## config.mk

```make
export PLATFORM = sky130hd
export DESIGN_NAME = hif_rx
export DESIGN_NICKNAME = d
export VERILOG_FILES = /design/src/rtl/hif_rx_pkg.sv /design/src/rtl/hif_sync.sv /design/src/rtl/hif_par_rx.sv /design/src/rtl/hif_ser_rx.sv /design/src/rtl/hif_rx.sv
export SDC_FILE = /design/constraint.sdc
export NUM_CORES = 1
export LEC_CHECK = 0
export BUFFER_PORTS_ARGS = -buffer_cell sky130_fd_sc_hd__buf_2
export CORE_UTILIZATION = 40
export DETAILED_ROUTE_END_ITERATION = 10
export PLACE_DENSITY_LB_ADDON = 0.3
export SYNTH_ARGS = -nofsm -noshare
export SYNTH_HDL_FRONTEND = slang
export SYNTH_HIERARCHICAL = 1
export SYNTH_SLANG_ARGS = --single-unit
```

## constraint.sdc

```tcl
create_clock -name clk -period 2.4 [get_ports clk]
set_input_delay 0.12 -clock clk [delete_from_list [all_inputs] [get_ports clk]]
set_output_delay 0.12 -clock clk [all_outputs]
set_load 0.02 [all_outputs]
```

## src/rtl/hif_rx_pkg.sv

```systemverilog
package hif_rx_pkg;

    typedef enum logic [2:0] {
        MS_BOOT,
        MS_I80,
        MS_M68,
        MS_SER,
        MS_UNSUP
    } mode_state_e;

    typedef enum logic {
        PW_IDLE,
        PW_ACTIVE
    } par_state_e;

    typedef enum logic {
        SR_IDLE,
        SR_SHIFT
    } ser_state_e;

    function automatic mode_state_e decode_straps(input logic a, input logic b);
        mode_state_e m;
        unique case ({a, b})
            2'b11:   m = MS_I80;
            2'b01:   m = MS_M68;
            2'b00:   m = MS_SER;
            default: m = MS_UNSUP;
        endcase
        return m;
    endfunction

endpackage

```

## src/rtl/hif_sync.sv

```systemverilog
module hif_sync #(
    parameter int WIDTH = 8,
    parameter int STAGES = 2,
    parameter logic [WIDTH-1:0] RESET_VAL = '0
) (
    input  logic             clk,
    input  logic             rst_n,
    input  logic [WIDTH-1:0] d_in,
    output logic [WIDTH-1:0] d_out
);

    logic [WIDTH-1:0] pipe [STAGES];

    always_ff @(posedge clk or negedge rst_n) begin
        if (!rst_n) pipe[0] <= RESET_VAL;
        else        pipe[0] <= d_in;
    end

    for (genvar s = 1; s < STAGES; s++) begin : g_stage
        always_ff @(posedge clk or negedge rst_n) begin
            if (!rst_n) pipe[s] <= RESET_VAL;
            else        pipe[s] <= pipe[s-1];
        end
    end

    assign d_out = pipe[STAGES-1];

endmodule

```

## src/rtl/hif_par_rx.sv

```systemverilog
module hif_par_rx
    import hif_rx_pkg::*;
#(
    parameter int DW = 8
) (
    input  logic          clk,
    input  logic          rst_n,
    input  logic          enable,
    input  logic          sel_m68,
    input  logic          cs_n,
    input  logic          dc,
    input  logic          wr,
    input  logic          rd,
    input  logic [DW-1:0] din,
    output logic          out_valid,
    output logic [DW-1:0] out_data,
    output logic          out_dc
);

    par_state_e state_q, state_d;
    logic [DW-1:0] hold_data;
    logic hold_dc;
    logic strobe_on, strobe_end, rw_abort, emit;

    // Intel-style: wr is WR#. Motorola-style: rd is enable, wr is direction.
    assign strobe_on  = sel_m68 ? (rd & ~wr) : ~wr;
    assign strobe_end = sel_m68 ? (~rd & ~wr) : wr;
    assign rw_abort   = sel_m68 & wr;
    assign emit = (state_q == PW_ACTIVE) && enable && !cs_n && strobe_end;

    always_comb begin
        state_d = state_q;
        unique case (state_q)
            PW_IDLE: begin
                if (enable && !cs_n && strobe_on) state_d = PW_ACTIVE;
            end
            PW_ACTIVE: begin
                if (!enable || cs_n)  state_d = PW_IDLE;
                else if (strobe_end)  state_d = PW_IDLE;
                else if (rw_abort)    state_d = PW_IDLE;
            end
            default: state_d = PW_IDLE;
        endcase
    end

    always_ff @(posedge clk or negedge rst_n) begin
        if (!rst_n) state_q <= PW_IDLE;
        else        state_q <= state_d;
    end

    always_ff @(posedge clk or negedge rst_n) begin
        if (!rst_n) begin
            hold_data <= '0;
            hold_dc   <= 1'b0;
            out_valid <= 1'b0;
            out_data  <= '0;
            out_dc    <= 1'b0;
        end else begin
            if (enable && !cs_n && strobe_on) begin
                hold_data <= din;
                hold_dc   <= dc;
            end
            out_valid <= emit;
            if (emit) begin
                out_data <= hold_data;
                out_dc   <= hold_dc;
            end
        end
    end


    par_emit_from_active_chk: assert property (@(posedge clk) disable iff (!rst_n)
        out_valid |-> $past(state_q) == PW_ACTIVE);


    par_cs_high_no_byte_chk: assert property (@(posedge clk) disable iff (!rst_n)
        cs_n |=> !out_valid);

endmodule

```

## src/rtl/hif_ser_rx.sv

```systemverilog
module hif_ser_rx
    import hif_rx_pkg::*;
#(
    parameter int DW = 8
) (
    input  logic          clk,
    input  logic          rst_n,
    input  logic          enable,
    input  logic          cs_n,
    input  logic          dc,
    input  logic          sclk,
    input  logic          sdin,
    output logic          out_valid,
    output logic [DW-1:0] out_data,
    output logic          out_dc
);

    localparam int CNT_W = $clog2(DW);
    localparam logic [CNT_W-1:0] LAST_BIT = CNT_W'(DW - 1);

    ser_state_e state_q, state_d;
    logic [CNT_W-1:0] bit_cnt;
    logic [DW-1:0] shreg;
    logic sclk_q, sclk_rise, going_idle;

    assign sclk_rise  = sclk & ~sclk_q;
    assign going_idle = (state_d == SR_IDLE);

    always_comb begin
        state_d = state_q;
        unique case (state_q)
            SR_IDLE:  if (enable && !cs_n) state_d = SR_SHIFT;
            SR_SHIFT: if (!enable || cs_n) state_d = SR_IDLE;
            default:  state_d = SR_IDLE;
        endcase
    end

    always_ff @(posedge clk or negedge rst_n) begin
        if (!rst_n) state_q <= SR_IDLE;
        else        state_q <= state_d;
    end

    always_ff @(posedge clk or negedge rst_n) begin
        if (!rst_n) begin
            sclk_q    <= 1'b0;
            bit_cnt   <= '0;
            shreg     <= '0;
            out_valid <= 1'b0;
            out_data  <= '0;
            out_dc    <= 1'b0;
        end else begin
            sclk_q    <= sclk;
            out_valid <= 1'b0;
            if (going_idle) begin
                bit_cnt <= '0;
                shreg   <= '0;
            end else if (state_q == SR_SHIFT && sclk_rise) begin
                if (bit_cnt == LAST_BIT) begin
                    out_valid <= 1'b1;
                    out_data  <= {shreg[DW-2:0], sdin};
                    out_dc    <= dc;
                    bit_cnt   <= '0;
                    shreg     <= '0;
                end else begin
                    shreg   <= {shreg[DW-2:0], sdin};
                    bit_cnt <= bit_cnt + 1'b1;
                end
            end
        end
    end


    ser_idle_cnt_clear_chk: assert property (@(posedge clk) disable iff (!rst_n)
        (state_q == SR_IDLE) |-> (bit_cnt == '0));


    ser_cs_high_no_byte_chk: assert property (@(posedge clk) disable iff (!rst_n)
        cs_n |=> !out_valid);


    ser_byte_needs_edge_chk: assert property (@(posedge clk) disable iff (!rst_n)
        out_valid |-> $past(sclk_rise));

endmodule

```

## src/rtl/hif_rx.sv

```systemverilog
module hif_rx
    import hif_rx_pkg::*;
#(
    parameter int DATA_W = 8,
    parameter int SYNC_STAGES = 2
) (
    input  logic              clk,
    input  logic              rst_n,
    input  logic              strap_a,
    input  logic              strap_b,
    input  logic              host_cs_n,
    input  logic              host_dc,
    input  logic              host_wr,
    input  logic              host_rd,
    input  logic [DATA_W-1:0] host_d,
    output logic              byte_valid,
    output logic [DATA_W-1:0] byte_data,
    output logic              byte_is_data,
    output logic              mode_unsupported
);

    localparam int SYNC_W = DATA_W + 6;
    localparam logic [SYNC_W-1:0] SYNC_RST = {6'b111111, {DATA_W{1'b0}}};

    logic [SYNC_W-1:0] raw_bus, sync_bus;
    logic a_s, b_s, cs_s, dc_s, wr_s, rd_s;
    logic [DATA_W-1:0] d_s;

    assign raw_bus = {strap_a, strap_b, host_cs_n, host_dc, host_wr, host_rd, host_d};

    hif_sync #(.WIDTH(SYNC_W), .STAGES(SYNC_STAGES), .RESET_VAL(SYNC_RST)) u_sync (
        .clk   (clk),
        .rst_n (rst_n),
        .d_in  (raw_bus),
        .d_out (sync_bus)
    );

    assign {a_s, b_s, cs_s, dc_s, wr_s, rd_s, d_s} = sync_bus;

    mode_state_e mode_q, mode_d, strap_mode;

    always_comb begin
        strap_mode = decode_straps(a_s, b_s);
        mode_d = mode_q;
        unique case (mode_q)
            MS_BOOT: mode_d = strap_mode;
            MS_I80, MS_M68, MS_SER, MS_UNSUP: begin
                if (strap_mode != mode_q) mode_d = MS_BOOT;
            end
            default: mode_d = MS_BOOT;
        endcase
    end

    always_ff @(posedge clk or negedge rst_n) begin
        if (!rst_n) mode_q <= MS_BOOT;
        else        mode_q <= mode_d;
    end

    logic par_en, ser_en, sel_m68;
    assign par_en  = (mode_q == MS_I80) || (mode_q == MS_M68);
    assign sel_m68 = (mode_q == MS_M68);
    assign ser_en  = (mode_q == MS_SER);

    logic par_v, par_dc, ser_v, ser_dc;
    logic [DATA_W-1:0] par_d, ser_d;

    hif_par_rx #(.DW(DATA_W)) u_par (
        .clk       (clk),
        .rst_n     (rst_n),
        .enable    (par_en),
        .sel_m68   (sel_m68),
        .cs_n      (cs_s),
        .dc        (dc_s),
        .wr        (wr_s),
        .rd        (rd_s),
        .din       (d_s),
        .out_valid (par_v),
        .out_data  (par_d),
        .out_dc    (par_dc)
    );

    hif_ser_rx #(.DW(DATA_W)) u_ser (
        .clk       (clk),
        .rst_n     (rst_n),
        .enable    (ser_en),
        .cs_n      (cs_s),
        .dc        (dc_s),
        .sclk      (d_s[0]),
        .sdin      (d_s[1]),
        .out_valid (ser_v),
        .out_data  (ser_d),
        .out_dc    (ser_dc)
    );

    always_ff @(posedge clk or negedge rst_n) begin
        if (!rst_n) begin
            byte_valid       <= 1'b0;
            byte_data        <= '0;
            byte_is_data     <= 1'b0;
            mode_unsupported <= 1'b0;
        end else begin
            mode_unsupported <= (mode_d == MS_UNSUP);
            byte_valid       <= par_v | ser_v;
            if (par_v) begin
                byte_data    <= par_d;
                byte_is_data <= par_dc;
            end else if (ser_v) begin
                byte_data    <= ser_d;
                byte_is_data <= ser_dc;
            end
        end
    end


    byte_single_pulse_chk: assert property (@(posedge clk) disable iff (!rst_n)
        byte_valid |=> !byte_valid);


    unsup_no_byte_chk: assert property (@(posedge clk) disable iff (!rst_n)
        mode_unsupported |-> !byte_valid);


    one_receiver_chk: assert property (@(posedge clk) disable iff (!rst_n)
        !(par_v && ser_v));


    always_ff @(posedge clk) begin
        if (!rst_n) reset_outputs_chk: assert (!byte_valid && byte_data == '0);
    end

endmodule

```

Word level (Yosys, flattened, before mapping)

Index checks and enable logic that the tools add are counted.

Equal/unequal tests: 10
Bitwise operators: 10
Add/subtract/negate cells: 1
Reduce and logical (&&, ||, !) cells: 18
Multiplexer cells: 26

Operator list:

| operator            | count |
|---|---|
| $mux 7              | 3 |
| $mux 8              | 2 |
| $mux 1              | 13 |
| $mux 3              | 4 |
| $eq 3x3->1 const B  | 3 |
| $pmux 3 s3          | 1 |
| $logic_and 1x1->1   | 7 |
| $eq 3x2->1 const B  | 2 |
| $pmux 3 s2          | 1 |
| $not 1->1           | 5 |
| $and 1x1->1         | 4 |
| $pmux 1 s2          | 2 |
| $reduce_or 4->1     | 1 |
| $add 3x1->3 const B | 1 |
| $eq 3x1->1 const B  | 1 |
| $logic_not 1->1     | 3 |
| $logic_not 3->1     | 1 |
| $logic_or 1x1->1    | 3 |
| $ne 3x3->1          | 1 |
| $reduce_and 3->1    | 1 |
| $eq 2x1->1 const B  | 1 |
| $eq 2x2->1 const B  | 1 |
| $logic_not 2->1     | 1 |
| $ne 2x2->1 const B  | 1 |
| 2 further kinds     | 2 |

Input bits: 16
Bits in registers: 84
Output and inout bits: 11
Logic and storage cells: 85

Logic depth before layout (Yosys ltp)

Gate-level depths: netlist (run 1).

Depth after elaboration: 6
Mapped depth: 7

Cells and area by module

The synthesis (run 1) kept the hierarchy.

Modules (own cells, without submodules):

| module     | times used | seq. area each (um^2) | area an instance (um^2) | cells an instance |
|---|---|---|---|---|
| hif_ser_rx | 1          | 550.5                 | 864.6                   | 54 |
| hif_sync   | 1          | 715.7                 | 820.8                   | 42 |
| hif_par_rx | 1          | 500.5                 | 779.5                   | 47 |
| hif_rx     | 1          | 350.3                 | 719.4                   | 72 |

Least setup slack after synthesis (run 1)

Ideal clock, no wire load.

Path type: reg-to-reg
Start: register mode_q[2]
End: register u_ser.out_data[0]
Cell stages (with the launch flop): 7
Clock period less this slack: 1.680 ns
Setup slack: 0.720 ns
Required time: 2.275 ns
Setup time: 0.125 ns
Data arrival time: 1.555 ns
Path buffers: 1
Cell sequence: dfrtp_1 -> nand2b_1 -> nor2_1 -> nand4b_4 -> nor3b_2 -> buf_6 -> mux2_2

Cells in the longest elaborated chain, start to end: 6
Elaborated cells on any way between the ends: 8
Those cells by class: eq/ne (1); mux (3); reduce/logical (4)

Ends and longest elaborated chain:

| what                           | RTL line         | source |
|---|---|---|
| start, declared                | hif_rx.sv:40     | `mode_state_e mode_q, mode_d, strap_mode;` |
| start signal, assigned         | hif_rx.sv:56     | `else mode_q <= mode_d;` |
| $eq 3x2->1 (*)                 | hif_rx.sv:62     | `assign ser_en = (mode_q == MS_SER);` |
| via ser_en                     | hif_rx.sv:59     | `logic par_en, ser_en, sel_m68;` |
| $logic_not 1->1                | hif_ser_rx.sv:33 | `SR_SHIFT: if (!enable \|\| cs_n) state_d = SR_IDLE;` |
| $logic_or 1x1->1               | hif_ser_rx.sv:33 |  |
| $mux 1                         | hif_ser_rx.sv:33 |  |
| $pmux 1 s2 (*)                 | hif_ser_rx.sv:31 | `unique case (state_q)` |
| $reduce_and 3->1 (no line) (*) | n/a              |  |
| end signal, assigned           | hif_ser_rx.sv:60 | `out_data <= {shreg[DW-2:0], sdin};` |
| end, declared                  | hif_ser_rx.sv:14 | `output logic [DW-1:0] out_data,` |

The timed path passes the listed nets; every way through them passes the cells marked *.
A chain may end at the register's enable or synchronous reset.

Worst setup path in the final report (run 1)

Start: register mode_q[2]
End: register u_ser.out_data[6]

Same word-level chain as after synthesis.

==> flow_summary.rst, run 1 <==
.. list-table::
   :header-rows: 1

   * - Metric
     - Value
   * - Fraction of the yosys area taken by sequential cells
     - 0.665
   * - Maximum number of pins on one net before global-route repair
     - 84
   * - Layout overhead on the synthesized area
     - 17.2%
   * - FF+latch count, synth
     - 84
   * - Clock tree sinks
     - 84
   * - Share of the synthesized area in the top cell type
     - 0.566
   * - Top cells by area, synth
     - dfrtp_1 57%, dfstp_2 9.9%, mux2_2 9.5%
   * - Row count
     - 32
   * - Sum of overflow across all layers after global routing
     - 0
   * - Number of gates resized after CTS
     - 0
   * - Worst setup SP type
     - register
   * - Number of buffers inserted during clock tree synthesis
     - 9
   * - Busiest layer in global routing
     - met2
   * - Initial standard-cell utilization of the core
     - 0.412
   * - Hold-fix buffer count after cts
     - 15
   * - Sequential power share
     - 0.529
   * - TritonCTS clock tree
     - yes
   * - Commonest cells in the netlist
     - 72 x dfrtp_1, 27 x mux2_2, 14 x buf_4
   * - Routed wirelength normalized by instance count
     - 12.3 µm
   * - Total instance count after detailed placement
     - 325
   * - GRT Total Usage
     - 0.120
   * - Max capacitance violation total
     - 0
   * - Final count of hold timing violations
     - 0
   * - Non-filler cells, final
     - 356
   * - Number of antenna violations at the first check in global routing
     - 0
   * - Count of final setup violators
     - 0
   * - Area of the die
     - between 8000 and 9000 µm²
   * - Number of cell instances on the worst register-to-register path
     - 6
   * - Max-Slew Margin vs Limit
     - 0.630
   * - Switching Power
     - 0.732 mW
   * - Type of the worst setup path
     - reg2reg
   * - Internal power component
     - 2.52 mW
   * - Cell type with the highest aggregate area in the netlist
     - dfrtp_1
   * - Post-DP HPWL
     - 2.80 mm
   * - R2r setup slk
     - between 0.5 and 0.6 ns
   * - Number of slew-limit violations in the final report
     - 0
   * - Startpoint of the worst register-to-register path
     - mode_q[2]$_DFF_PN0_
   * - Number of enable flip-flop cells after synthesis
     - 0
   * - Tightest Pin Transition
     - 0.555 ns
   * - Post-detailed-routing wire length
     - 4.39 mm
   * - Core Util, Final
     - 0.483
   * - Final nets
     - 271
   * - Total number of vias
     - 1,628
   * - Mapped cell area
     - 3180 µm²
   * - Synthesized area divided by synthesized cell count
     - between 10 and 15 µm²
   * - RSZ-0062 raised after global routing
     - false
   * - Met1 track demand over resource
     - 0.163
   * - Weighted congestion reported at the end of routability-driven placement
     - 0.691
   * - Total I/O pin count
     - 27
   * - I/O Buffers
     - 26
   * - Number of library cell types mapped by synthesis
     - 33
   * - Fraction of final layout cells with drive strength greater than 1
     - 0.362
   * - Horizontal extent of the die
     - 91.2 µm
   * - Required time at the worst-slack endpoint
     - 2.63 ns
   * - Number of instances in the synthesized netlist
     - 215
   * - GRT met3 Usage
     - 0.0318
   * - Crit share post-route
     - 0.792
   * - Post-CTS Setup Repair Bufs
     - 0
   * - First-pass GRT wire length
     - approximately 7.7 mm
   * - Status
     - finished, final reports clean
   * - Part of the total power dissipated in combinational logic
     - 0.101
   * - Clk pin slew, worst setup/hold paths
     - 0.08 ns
   * - 1st-pass router iterations
     - 4
   * - Floorplan Core Area
     - about 7700 µm²
   * - Worst ir drop on vdd
     - 433 µV
   * - Endpoint class of the critical path
     - register
   * - Worst Setup Slack post-DPL
     - around 0.53 ns
   * - Post-synth top flop
     - dfrtp_1
   * - Met2 track demand over resource
     - 0.170
   * - Worst setup skew after layout
     - 0.00645 ns
   * - Clk pwr share
     - 0.370
   * - DRC Markers
     - 0
   * - Minimum clock period
     - 1.90 ns
   * - Setup Total Neg Slack
     - 0 ns
   * - Count leader, synth
     - dfrtp_1
   * - Clock Tree Root
     - clkbuf_8
   * - Iteration-0 DRC Markers
     - between 70 and 80
   * - H-tree Lvls
     - 3
   * - Number of routed nets with antenna violations
     - 0
   * - Largest driver fanout on the critical path
     - 10
   * - Synthesized Nets
     - approximately 240
   * - Yosys warns
     - 6
   * - Setup slack after layout
     - ~0.50 ns
   * - Arrival time at the worst endpoint
     - 2.13 ns
   * - Worst-skew pair later-pin latency
     - between 0.3 and 0.4 ns
   * - Number of global-route vias before repair
     - between 1,500 and 2,000
   * - Highest Clock Rate
     - 0.526 GHz
   * - Height of the chip
     - approximately 91 µm
   * - Ratio of routed vias to standard cells
     - 4.57
   * - Count of inserted antenna diode cells
     - 0
   * - Clock Tree Buf Depth
     - 2
   * - Switching fraction of total power
     - 0.225
   * - Async set-reset flop share out of synthesis
     - 1.00
   * - Total leakage power
     - 1.80 nW
   * - Power density normalized to cell area
     - slightly below 900 nW/µm²
   * - WHS
     - 0.0922 ns
   * - Type of the most critical hold path
     - in2async
   * - Capture point of the worst reg-to-reg path
     - u_ser/out_data[6]$_DFFE_PN0P_
[worst max-delay path, cell delays in order, from the launching register on]
cell and delay, ns:
dfrtp_1 0.44, nand2b_1 0.21, nor2_1 0.25, nand4b_4 0.15, nor3b_2 0.17, buf_4 0.21, mux2_2 0.35
[layout make-up]
class                      count  area (µm²)
tap                          102         128
multi-input combinational    103         897
fill                         657        4000
timing repair buffer          43         310
sequential                    84        2120
clock buffer                  10         138
inverter                       8        30.0
clock inverter                 6         111
[how the worst max path moves through the flow]
stage	startpoint	to	slack, ns	cells past startpoint
3_3_place_gp	mode_q[2]$_DFF_PN0_	u_ser/out_data[6]$_DFFE_PN0P_	0.58	6
2_1_floorplan	mode_q[2]$_DFF_PN0_	u_ser/out_data[0]$_DFFE_PN0P_	0.72	6
3_5_place_dp	mode_q[2]$_DFF_PN0_	u_ser/out_data[6]$_DFFE_PN0P_	0.53	6
6_report	mode_q[2]$_DFF_PN0_	u_ser/out_data[6]$_DFFE_PN0P_	0.50	6
5_1_grt	mode_q[2]$_DFF_PN0_	u_ser/out_data[3]$_DFFE_PN0P_	0.36	6
4_1_cts	mode_q[2]$_DFF_PN0_	u_ser/out_data[6]$_DFFE_PN0P_	0.47	6
[cells in the final DEF (no fill, tap or decap)]
master / instances
a22o_1: 10
a211oi_1: 1
o21a_1: 1
clkinv_4: 1
o21ai_2: 1
nand2b_1: 2
nor2b_1: 2
bufinv_16: 3
clkinv_2: 1
o21ai_0: 10
nor3b_1: 1
o2111ai_4: 1
nor3_2: 1
inv_1: 8
dfstp_2: 12
a2111oi_2: 1
buf_2: 25
a21bo_2: 1
buf_12: 1
mux2_2: 27
mux2i_1: 9
or2_2: 1
a21o_1: 1
ha_1: 6
nand3_1: 1
clkinvlp_4: 1
dlygate4sd3_1: 15
xnor2_1: 2
nor3_1: 1
nor3b_2: 2
o41ai_1: 1
clkbuf_8: 10
nand2_1: 11
nor4_1: 1
nor2_1: 7
nand4b_4: 1
buf_4: 2
dfrtp_1: 72
[kinds of logic (layout without fill, tap and decap cells)]
family          Yosys count  in the layout  synth area share
fa+ha+maj                 6              6            0.0236
mux                      36             36             0.124
buf+inv                  28             67            0.0534
compound gates           28             28            0.0719
xor+xnor                  2              2           0.00550
flops                    84             84             0.665
simple gates             31             31            0.0570
[per-layer routing]
layer / part of all wire / vias up
li1: - / 792
met1: 0.51 / 795
met2: 0.43 / 36
met3: 0.039 / 5
met4: 0.013 / 0
met5: 0 / -
[per-stage QoR]
stage / cell area, µm² / power, mW
2_1_floorplan: 3180 / 1.97
3_3_place_gp: 3330 / 2.04
3_5_place_dp: 3330 / 2.06
4_1_cts: 3730 / 3.29
5_1_grt: 3730 / 3.40
6_report: 3730 / 3.25
[registers in the layout (all words and copies together), names as in the netlist, 7 cells and up]
| name | count |
|---|---|
| byte_data | 8 |
| u_par/hold_data | 8 |
| u_ser/shreg | 7 |
| u_ser/out_data | 8 |
| u_sync/pipe | 14 |
| u_par/out_data | 8 |
| u_sync/d_out | 14 |
[power groups by stage]
| stage | clock, mW | sequential, mW | combinational (mW) |
|---|---|---|---|
| after floorplan | 0 | 1.72 | 0.249 |
| after global placement | 0 | 1.74 | 0.303 |
| after detailed placement | 0 | 1.75 | 0.315 |
| after CTS | 1.24 | 1.72 | 0.334 |
| after global routing | 1.29 | 1.75 | 0.367 |
| final | 1.20 | 1.72 | 0.329 |
Note: power is estimated with default switching activity, not from simulation.
==> run 2, diff against run 1 <==
- ABC_AREA: unset -> 1
- clock period: 2.4 -> 1.5 ns (I/O delays scaled with it)
==> run 2 against run 1 <==
Utilization is 1.1 points higher. Sequential share of layout area is 4.6 points lower. Via count is 39% higher. Area after synthesis is 6.6% higher. Total power is 66% higher. Global-route usage is 3.6 points higher. Flip-flop and latch count stayed put. Non-clock buffer count is 10 higher. Design area is 8.8% higher. Maximum frequency is 29% higher. Sequential power is 60% higher. Worst hold slack better by 0.0075 ns. Critical path type unchanged. Critical endpoint is now mode_unsupported$_DFF_PN0_. Highest routed layer unchanged.
==> flow_summary.rst, run 2 <==
.. list-table::
   :header-rows: 1

   * - Metric
     - Value
   * - Status
     - finished, final reports clean
   * - Tot Pwr
     - 5.39 mW (+66%)
   * - DRC Markers
     - 0 (unchanged)
   * - Count of final setup violators
     - 0 (unchanged)
   * - WHS
     - 0.0997 ns (+0.00753 ns)
   * - Clock Tree Buf Depth
     - 2 (unchanged)
   * - Power density normalized to cell area
     - 1330 nW/µm² (+52%)
   * - Type of the most critical hold path
     - in2async
   * - Number of antenna violations at the first check in global routing
     - 0 (unchanged)
   * - Ratio of routed vias to standard cells
     - 4.50 (-1.7%)
   * - Arrival time at the worst endpoint
     - 1.75 ns (-0.38 ns)
   * - Floorplan Core Area
     - 8220 µm² (+6.3%)
   * - Commonest non-fill, non-tap cells in the layout
     - 127 x nand2_1, 72 x dfrtp_1, 38 x nand3_1
   * - Setup slack after layout
     - 0.0306 ns (-0.470 ns)
   * - Final count of hold timing violations
     - 0 (unchanged)
   * - Max capacitance violation total
     - 0 (unchanged)
   * - H-tree Lvls
     - 3 (unchanged)
   * - Worst Setup Slack post-DPL
     - -0.0373 ns (-0.567 ns)
   * - Horizontal extent of the die
     - 94.1 µm (+3.2%)
   * - Tightest Pin Transition
     - 0.369 ns (-0.186 ns)
   * - Number of slew-limit violations in the final report
     - 0 (unchanged)
   * - Post-synth top flop
     - dfrtp_1
   * - Minimum clock period
     - 1.47 ns (-0.430 ns)
   * - Number of instances in the synthesized netlist
     - 344 (+60%)
   * - Total instance count after detailed placement
     - 471 (+45%)
   * - Synthesized area divided by synthesized cell count
     - 9.86 µm² (-33%)
   * - Top cells by area, synth
     - dfrtp_1 53%, nand2_1 15%, dfstp_2 9.3%
   * - First-pass GRT wire length
     - 10.4 mm (+36%)
   * - Max-Slew Margin vs Limit
     - 0.754 (+0.124)
   * - Post-detailed-routing wire length
     - 5.94 mm (+35%)
   * - Fraction of final layout cells with drive strength greater than 1
     - 0.251 (-0.111)
   * - Total leakage power
     - 2.17 nW (+21%)
   * - Commonest cells in the netlist
     - 132 x nand2_1, 72 x dfrtp_1, 38 x nand3_1
   * - Type of the worst setup path
     - reg2reg
   * - Worst ir drop on vdd
     - 499 µV (+15%)
   * - Met3 wire length
     - 219 µm (+30%)
   * - TritonCTS clock tree
     - yes
   * - Highest Clock Rate
     - 0.681 GHz (+29%)
   * - Required time at the worst-slack endpoint
     - 1.78 ns (-0.85 ns)
   * - Area of the die
     - 8860 µm² (+6.4%)
   * - Largest driver fanout on the critical path
     - 3 (-7)
   * - Yosys warns
     - 6 (unchanged)
   * - Layout Cell Area excl Fill
     - 4060 µm² (+8.8%)
   * - Endpoint class of the critical path
     - register
   * - Synthesized Nets
     - 366 (+54%)
   * - Commonest non-fill, non-tap cell in the layout
     - nand2_1
   * - Clock tree sinks
     - 84 (unchanged)
   * - Count leader, synth
     - nand2_1
   * - Area after detailed placement
     - 3640 µm² (+9.3%)
   * - Routed wirelength normalized by instance count
     - 11.8 µm (-4.2%)
   * - 1st-pass router iterations
     - 4 (unchanged)
   * - Total number of vias
     - 2,262 (+39%)
   * - Worst setup SP type
     - register
   * - Detailed-route wire length on metal 1
     - 2.81 mm (+25%)
   * - Clk pin slew, worst setup/hold paths
     - 0.08 ns (about the same)
   * - Height of the chip
     - 94.1 µm (+3.2%)
   * - Met2 layer wire length in the routed design
     - 2.79 mm (+46%)
   * - Maximum number of pins on one net before global-route repair
     - 50 (-40%)
   * - Iteration-0 DRC Markers
     - 62 (-16%)
   * - Worst-skew pair later-pin latency
     - 0.35 ns (about the same)
   * - Number of buffers inserted during clock tree synthesis
     - 9 (unchanged)
   * - Clock Tree Root
     - clkbuf_8
   * - Crit share post-route
     - 0.980 (+0.188)
   * - Weighted congestion reported at the end of routability-driven placement
     - 0.773 (+12%)
   * - Row count
     - 33 (+3.1%)
   * - Post-DP HPWL
     - 4.10 mm (+46%)
   * - Core Util, Final
     - 0.494 (+0.0111)
   * - Total I/O pin count
     - 27 (unchanged)
   * - RSZ-0062 raised after global routing
     - true
   * - Non-filler cells, final
     - 503 (+41%)
   * - Fraction of the yosys area taken by sequential cells
     - 0.624 (-0.0409)
   * - Worst setup skew after layout
     - 0.00702 ns (+0.000564 ns)
   * - Async set-reset flop share out of synthesis
     - 1.00 (unchanged)
   * - Count of inserted antenna diode cells
     - 0 (unchanged)
   * - Number of enable flip-flop cells after synthesis
     - 0 (unchanged)
   * - Number of fillers in the final layout
     - 810 (+23%)
   * - FF+latch count, synth
     - 84 (unchanged)
   * - Setup Total Neg Slack
     - 0 ns (unchanged)
   * - Final nets
     - 415 (+53%)
   * - I/O Buffers
     - 26 (unchanged)
   * - Share of the synthesized area in the top cell type
     - 0.531 (-0.0348)
   * - Number of routed nets with antenna violations
     - 0 (unchanged)
   * - Cell type with the highest aggregate area in the netlist
     - dfrtp_1
   * - GRT Total Usage
     - 0.156 (+0.0358)
   * - Top routing layer used
     - met4
   * - Sum of overflow across all layers after global routing
     - 0 (unchanged)
   * - Number of global-route vias before repair
     - 2,294 (+39%)
   * - Mapped cell area
     - 3390 µm² (+6.6%)
   * - Number of library cell types mapped by synthesis
     - 24 (-27%)
   * - Initial standard-cell utilization of the core
     - 0.413 (+0.000895)
   * - Layout overhead on the synthesized area
     - 19.6%
-- run 2: cell count changes after synthesis, sizes merged, moves of 9 or more --
cell,previous run,this run
a22o,10,0
inv,8,31
mux2,27,0
mux2i,9,0
nand2,11,137
nand3,1,39
nor2,7,25
o21ai,11,1
-- run 2: report_power, final --
part / total, mW / internal [mW] / leakage, nW / switching (mW)
sequential: 2.75 / 2.57 / 1.08 / 0.180
combinational: 1.00 / 0.410 / 0.998 / 0.591
clock: 1.63 / 0.862 / 0.0959 / 0.772
-- run 2: metal layers --
metal  global-route usage  vias up
met5                    0        -
met4               0.0769        0
met3               0.0340       10
met2                0.246       45
met1                0.201     1066
li1                     -     1141
-- run 2: critical path, cell delays in order, from the launching register on --
cell and delay, ns:
dfstp_2 0.54, inv_2 0.05, ha_4 0.24, nand2_2 0.07
inv_2 0.03, nor2_1 0.08, nand2_1 0.07, a21oi_2 0.14
nand2_2 0.08, nor2_2 0.10
-- run 2: layout make-up --
| class | count | area (µm²) | area share |
|---|---|---|---|
| Timing Repair Buffer | 53 | 389 | 0.0959 |
| Tap cell | 105 | 131 | 0.0324 |
| Clock inverter | 3 | 45.0 | 0.0111 |
| Sequential cell | 84 | 2120 | 0.522 |
| Multi-Input combinational cell | 214 | 1100 | 0.271 |
| Clock buffer | 13 | 159 | 0.0391 |
| Inverter | 31 | 119 | 0.0293 |
-- run 2: cell families after synthesis --
group                    Yosys count  share of synthesized area
buffers and inverters             47                     0.0730
adder cells (fa/ha/maj)            6                     0.0221
AO/OA/AOI/OAI                      4                    0.00811
flip-flops                        84                      0.624
XOR/XNOR                           1                    0.00258
AND/OR/NAND/NOR                  202                      0.270
-- run 2: worst paths after layout --
kind / start / endpoint / slack [ns] / cells past startpoint
setup / recovery: u_sync/d_out[12]$_DFF_PN1_ / mode_unsupported$_DFF_PN0_ / 0.03 / 9
hold / removal: rst_n / u_sync/d_out[3]$_DFF_PN0_ / 0.1 / 2
setup reg to reg: u_sync/d_out[12]$_DFF_PN1_ / mode_unsupported$_DFF_PN0_ / 0.03 / 9
hold reg to reg: u_sync/pipe[21]$_DFF_PN0_ / u_sync/d_out[7]$_DFF_PN0_ / 0.35 / 0
max in group asynchronous: rst_n / u_sync/pipe[24]$_DFF_PN1_ / 0.81 / 3
min in group clk: u_sync/pipe[21]$_DFF_PN0_ / u_sync/d_out[7]$_DFF_PN0_ / 0.35 / 0
-- run 2: repair_timing --
| item | in CTS | in global routing |
|---|---|---|
| hold buffers | 15 | 0 |
| endpoints found under the setup margin | 20 | 40 |
| gates cloned | 0 | 1 |
| pin swaps | 2 | 7 |
| buffers inserted | 0 | 0 |
| hold endpoints to repair | 86 | 0 |
| gates resized for setup | 5 | 13 |
==> run 3, diff against run 2 <==
- BUFFER_PORTS_ARGS: -buffer_cell sky130_fd_sc_hd__buf_2 -> -buffer_cell sky130_fd_sc_hd__buf_4
- SLEW_MARGIN: unset -> 20
- clock period: 1.5 -> 1.4 ns (I/O delays scaled with it)
==> run 3 against run 2 <==
The run now ends with negative setup slack left. Non-clock buffer count increased by 3. Global-route usage increased by 0.33 points. Design area increased by 4.5%. Maximum frequency decreased by 2.2%. Critical endpoint unchanged. Wire length increased by 2.2%.
==> flow_summary.rst, run 3 (synthesized netlist as in run 2, its figures left out) <==
.. list-table::
   :header-rows: 1

   * - Metric
     - Value
   * - Critical path's slowest cell
     - dfstp_2
   * - Setup slack after layout
     - -0.102 ns (-0.133 ns)
   * - Count of inserted antenna diode cells
     - 0 (unchanged)
   * - Commonest non-fill, non-tap cells in the layout
     - 126 x nand2_1, 72 x dfrtp_1, 37 x buf_4
   * - Max capacitance violation total
     - 0 (unchanged)
   * - Total leakage power
     - 2.23 nW (+2.8%)
   * - Type of the worst setup path
     - reg2reg
   * - Worst setup SP type
     - register
   * - Routed wirelength normalized by instance count
     - 11.9 µm (+1.1%)
   * - Height of the chip
     - 94.1 µm (unchanged)
   * - Number of cell instances on the worst register-to-register path
     - 9 (unchanged)
   * - Number of antenna violations at the first check in global routing
     - 0 (unchanged)
   * - Required time at the worst-slack endpoint
     - 1.63 ns (-0.15 ns)
   * - Status
     - finished, violations left
   * - Worst-skew pair later-pin latency
     - 0.34 ns (about the same)
   * - Sum of overflow across all layers after global routing
     - 0 (unchanged)
   * - Clock tree sinks
     - 84 (unchanged)
   * - Fraction of final layout cells with drive strength greater than 1
     - 0.275 (+0.0242)
   * - Layout overhead on the synthesized area
     - 25.0%
   * - Commonest non-fill, non-tap cell in the layout
     - nand2_1
   * - Tightest Pin Transition
     - 0.452 ns (+0.0838 ns)
   * - Final count of hold timing violations
     - 0 (unchanged)
   * - Number of buffers inserted during clock tree synthesis
     - 9 (unchanged)
   * - Post-DP HPWL
     - 4.12 mm (+0.44%)
   * - Levels on crit path
     - 9 (unchanged)
   * - Clock Tree Buf Depth
     - 2 (unchanged)
   * - Arrival time at the worst endpoint
     - 1.74 ns (about the same)
   * - Total number of vias
     - 2,309 (+2.1%)
   * - Minimum clock period
     - 1.50 ns (+0.0331 ns)
   * - First-pass GRT wire length
     - 10.6 mm (+2.2%)
   * - Total I/O pin count
     - 27 (unchanged)
   * - TritonCTS clock tree
     - yes
   * - Critical Path, Cell by Cell
     - inv_2 > ha_4 > inv_2 > nand2_2 > nand2_2 > nor2_2 > nand3_1 > nand2_2 > nor2_2
   * - Endpoint class of the critical path
     - register
   * - Floorplan Core Area
     - 8220 µm² (unchanged)
   * - Power density normalized to cell area
     - 1460 nW/µm² (+9.9%)
   * - Largest driver fanout on the critical path
     - 3 (unchanged)
   * - Max-Slew Margin vs Limit
     - 0.698 (-0.0556)
   * - 1st-pass router iterations
     - 4 (unchanged)
   * - GRT Total Usage
     - 0.159 (+0.00326)
   * - Weighted congestion reported at the end of routability-driven placement
     - 0.735 (-4.9%)
   * - Maximum number of pins on one net before global-route repair
     - 33 (-34%)
   * - Tot Pwr
     - 6.19 mW (+15%)
   * - Violations in the final reports
     - negative setup slack
   * - Highest Clock Rate
     - 0.666 GHz (-2.2%)
   * - Largest stage delay on the critical path
     - 0.55 ns (about the same)
   * - Cell type group with the largest total delay on the critical path
     - flip-flops
   * - Row count
     - 33 (unchanged)
   * - Final nets
     - 420 (+1.2%)
   * - RSZ-0062 raised after global routing
     - true
   * - Initial standard-cell utilization of the core
     - 0.413 (unchanged)
   * - Ratio of routed vias to standard cells
     - 4.55 (+1.1%)
   * - Type of the most critical hold path
     - in2async
   * - Number of fillers in the final layout
     - 723 (-11%)
   * - I/O Buffers
     - 26 (unchanged)
   * - Count of final setup violators
     - 25 (+25)
   * - Post-detailed-routing wire length
     - 6.07 mm (+2.2%)
   * - Number of slew-limit violations in the final report
     - 0 (unchanged)
   * - Iteration-0 DRC Markers
     - 149 (+140%)
   * - Crit share post-route
     - 1.07 (+0.0936)
   * - Horizontal extent of the die
     - 94.1 µm (unchanged)
   * - WHS
     - 0.221 ns (+0.122 ns)
   * - H-tree Lvls
     - 3 (unchanged)
   * - Number of global-route vias before repair
     - 2,338 (+1.9%)
   * - Clock Tree Root
     - clkbuf_8
   * - Worst ir drop on vdd
     - 783 µV (+57%)
   * - Most frequent cell on the critical path
     - nand2_2
   * - Count of buffering cells on the critical path with inverters included
     - 2 (unchanged)
   * - DRC Markers
     - 0 (unchanged)
   * - Number of routed nets with antenna violations
     - 0 (unchanged)
   * - Clk pin slew, worst setup/hold paths
     - 0.08 ns (about the same)
   * - Worst setup skew after layout
     - 0.00636 ns (-0.000658 ns)
   * - Area of the die
     - 8860 µm² (unchanged)
==> run 3: final timing paths <==
| check | startpoint | to | slack [ns] |
|---|---|---|---|
| setup reg to reg | u_sync/d_out[12]$_DFF_PN1_ | mode_unsupported$_DFF_PN0_ | -0.10 |
| hold / removal | rst_n | u_ser/state_q$_DFF_PN0_ | 0.22 |
| min in group clk | u_sync/pipe[18]$_DFF_PN0_ | u_sync/d_out[4]$_DFF_PN0_ | 0.35 |
| setup / recovery | u_sync/d_out[12]$_DFF_PN1_ | mode_unsupported$_DFF_PN0_ | -0.10 |
| hold reg to reg | u_sync/pipe[18]$_DFF_PN0_ | u_sync/d_out[4]$_DFF_PN0_ | 0.35 |
| max in group asynchronous | rst_n | u_ser/out_data[2]$_DFFE_PN0P_ | 0.69 |
==> run 3: cell type report <==
type	count	area, µm²	share of cell area
well taps	105	131	0.0310
multi-input cells	216	1140	0.268
flip-flops and latches	84	2120	0.499
clock inverters	6	111	0.0262
clock buffers	10	138	0.0324
inverters	31	119	0.0280
repair buffers	56	490	0.116
==> run 3: where the power goes <==
group / internal, mW / switching [mW]
Sequential: 2.76 / 0.196
Clock: 1.23 / 0.823
Combinational: 0.496 / 0.682
Total: 4.49 / 1.70
==> run 3: what timing repair did <==
action,CTS,global route
pin swaps,13,6
gates cloned,1,2
setup endpoints to repair,34,44
gates resized for setup,17,6
buffers inserted,1,0
endpoints found under the hold margin,32,0
hold buffers,15,0
==> run 3: stage by stage <==
stage	area (µm²)	setup slack [ns]	utilization	cells	setup TNS, ns
after global placement	3740	-0.0951	0.455	473	-1.43
final	4240	-0.102	0.516	508	-0.465
after detailed placement	3740	-0.147	0.455	473	-2.39
after CTS	4210	-0.0626	0.512	506	-0.213
after global routing	4240	-0.164	0.516	508	-4.68
after floorplan	3410	-0.0743	-	344	-0.963
==> run 3: layer usage <==
| layer | part of all wire | track usage | wire length [µm] |
|---|---|---|---|
| met1 | 0.48 | 0.206 | 2890 |
| met2 | 0.48 | 0.257 | 2920 |
| met3 | 0.034 | 0.0388 | 204 |
| met4 | 0.010 | 0.0590 | 61 |
| met5 | 0 | 0 | 0 |
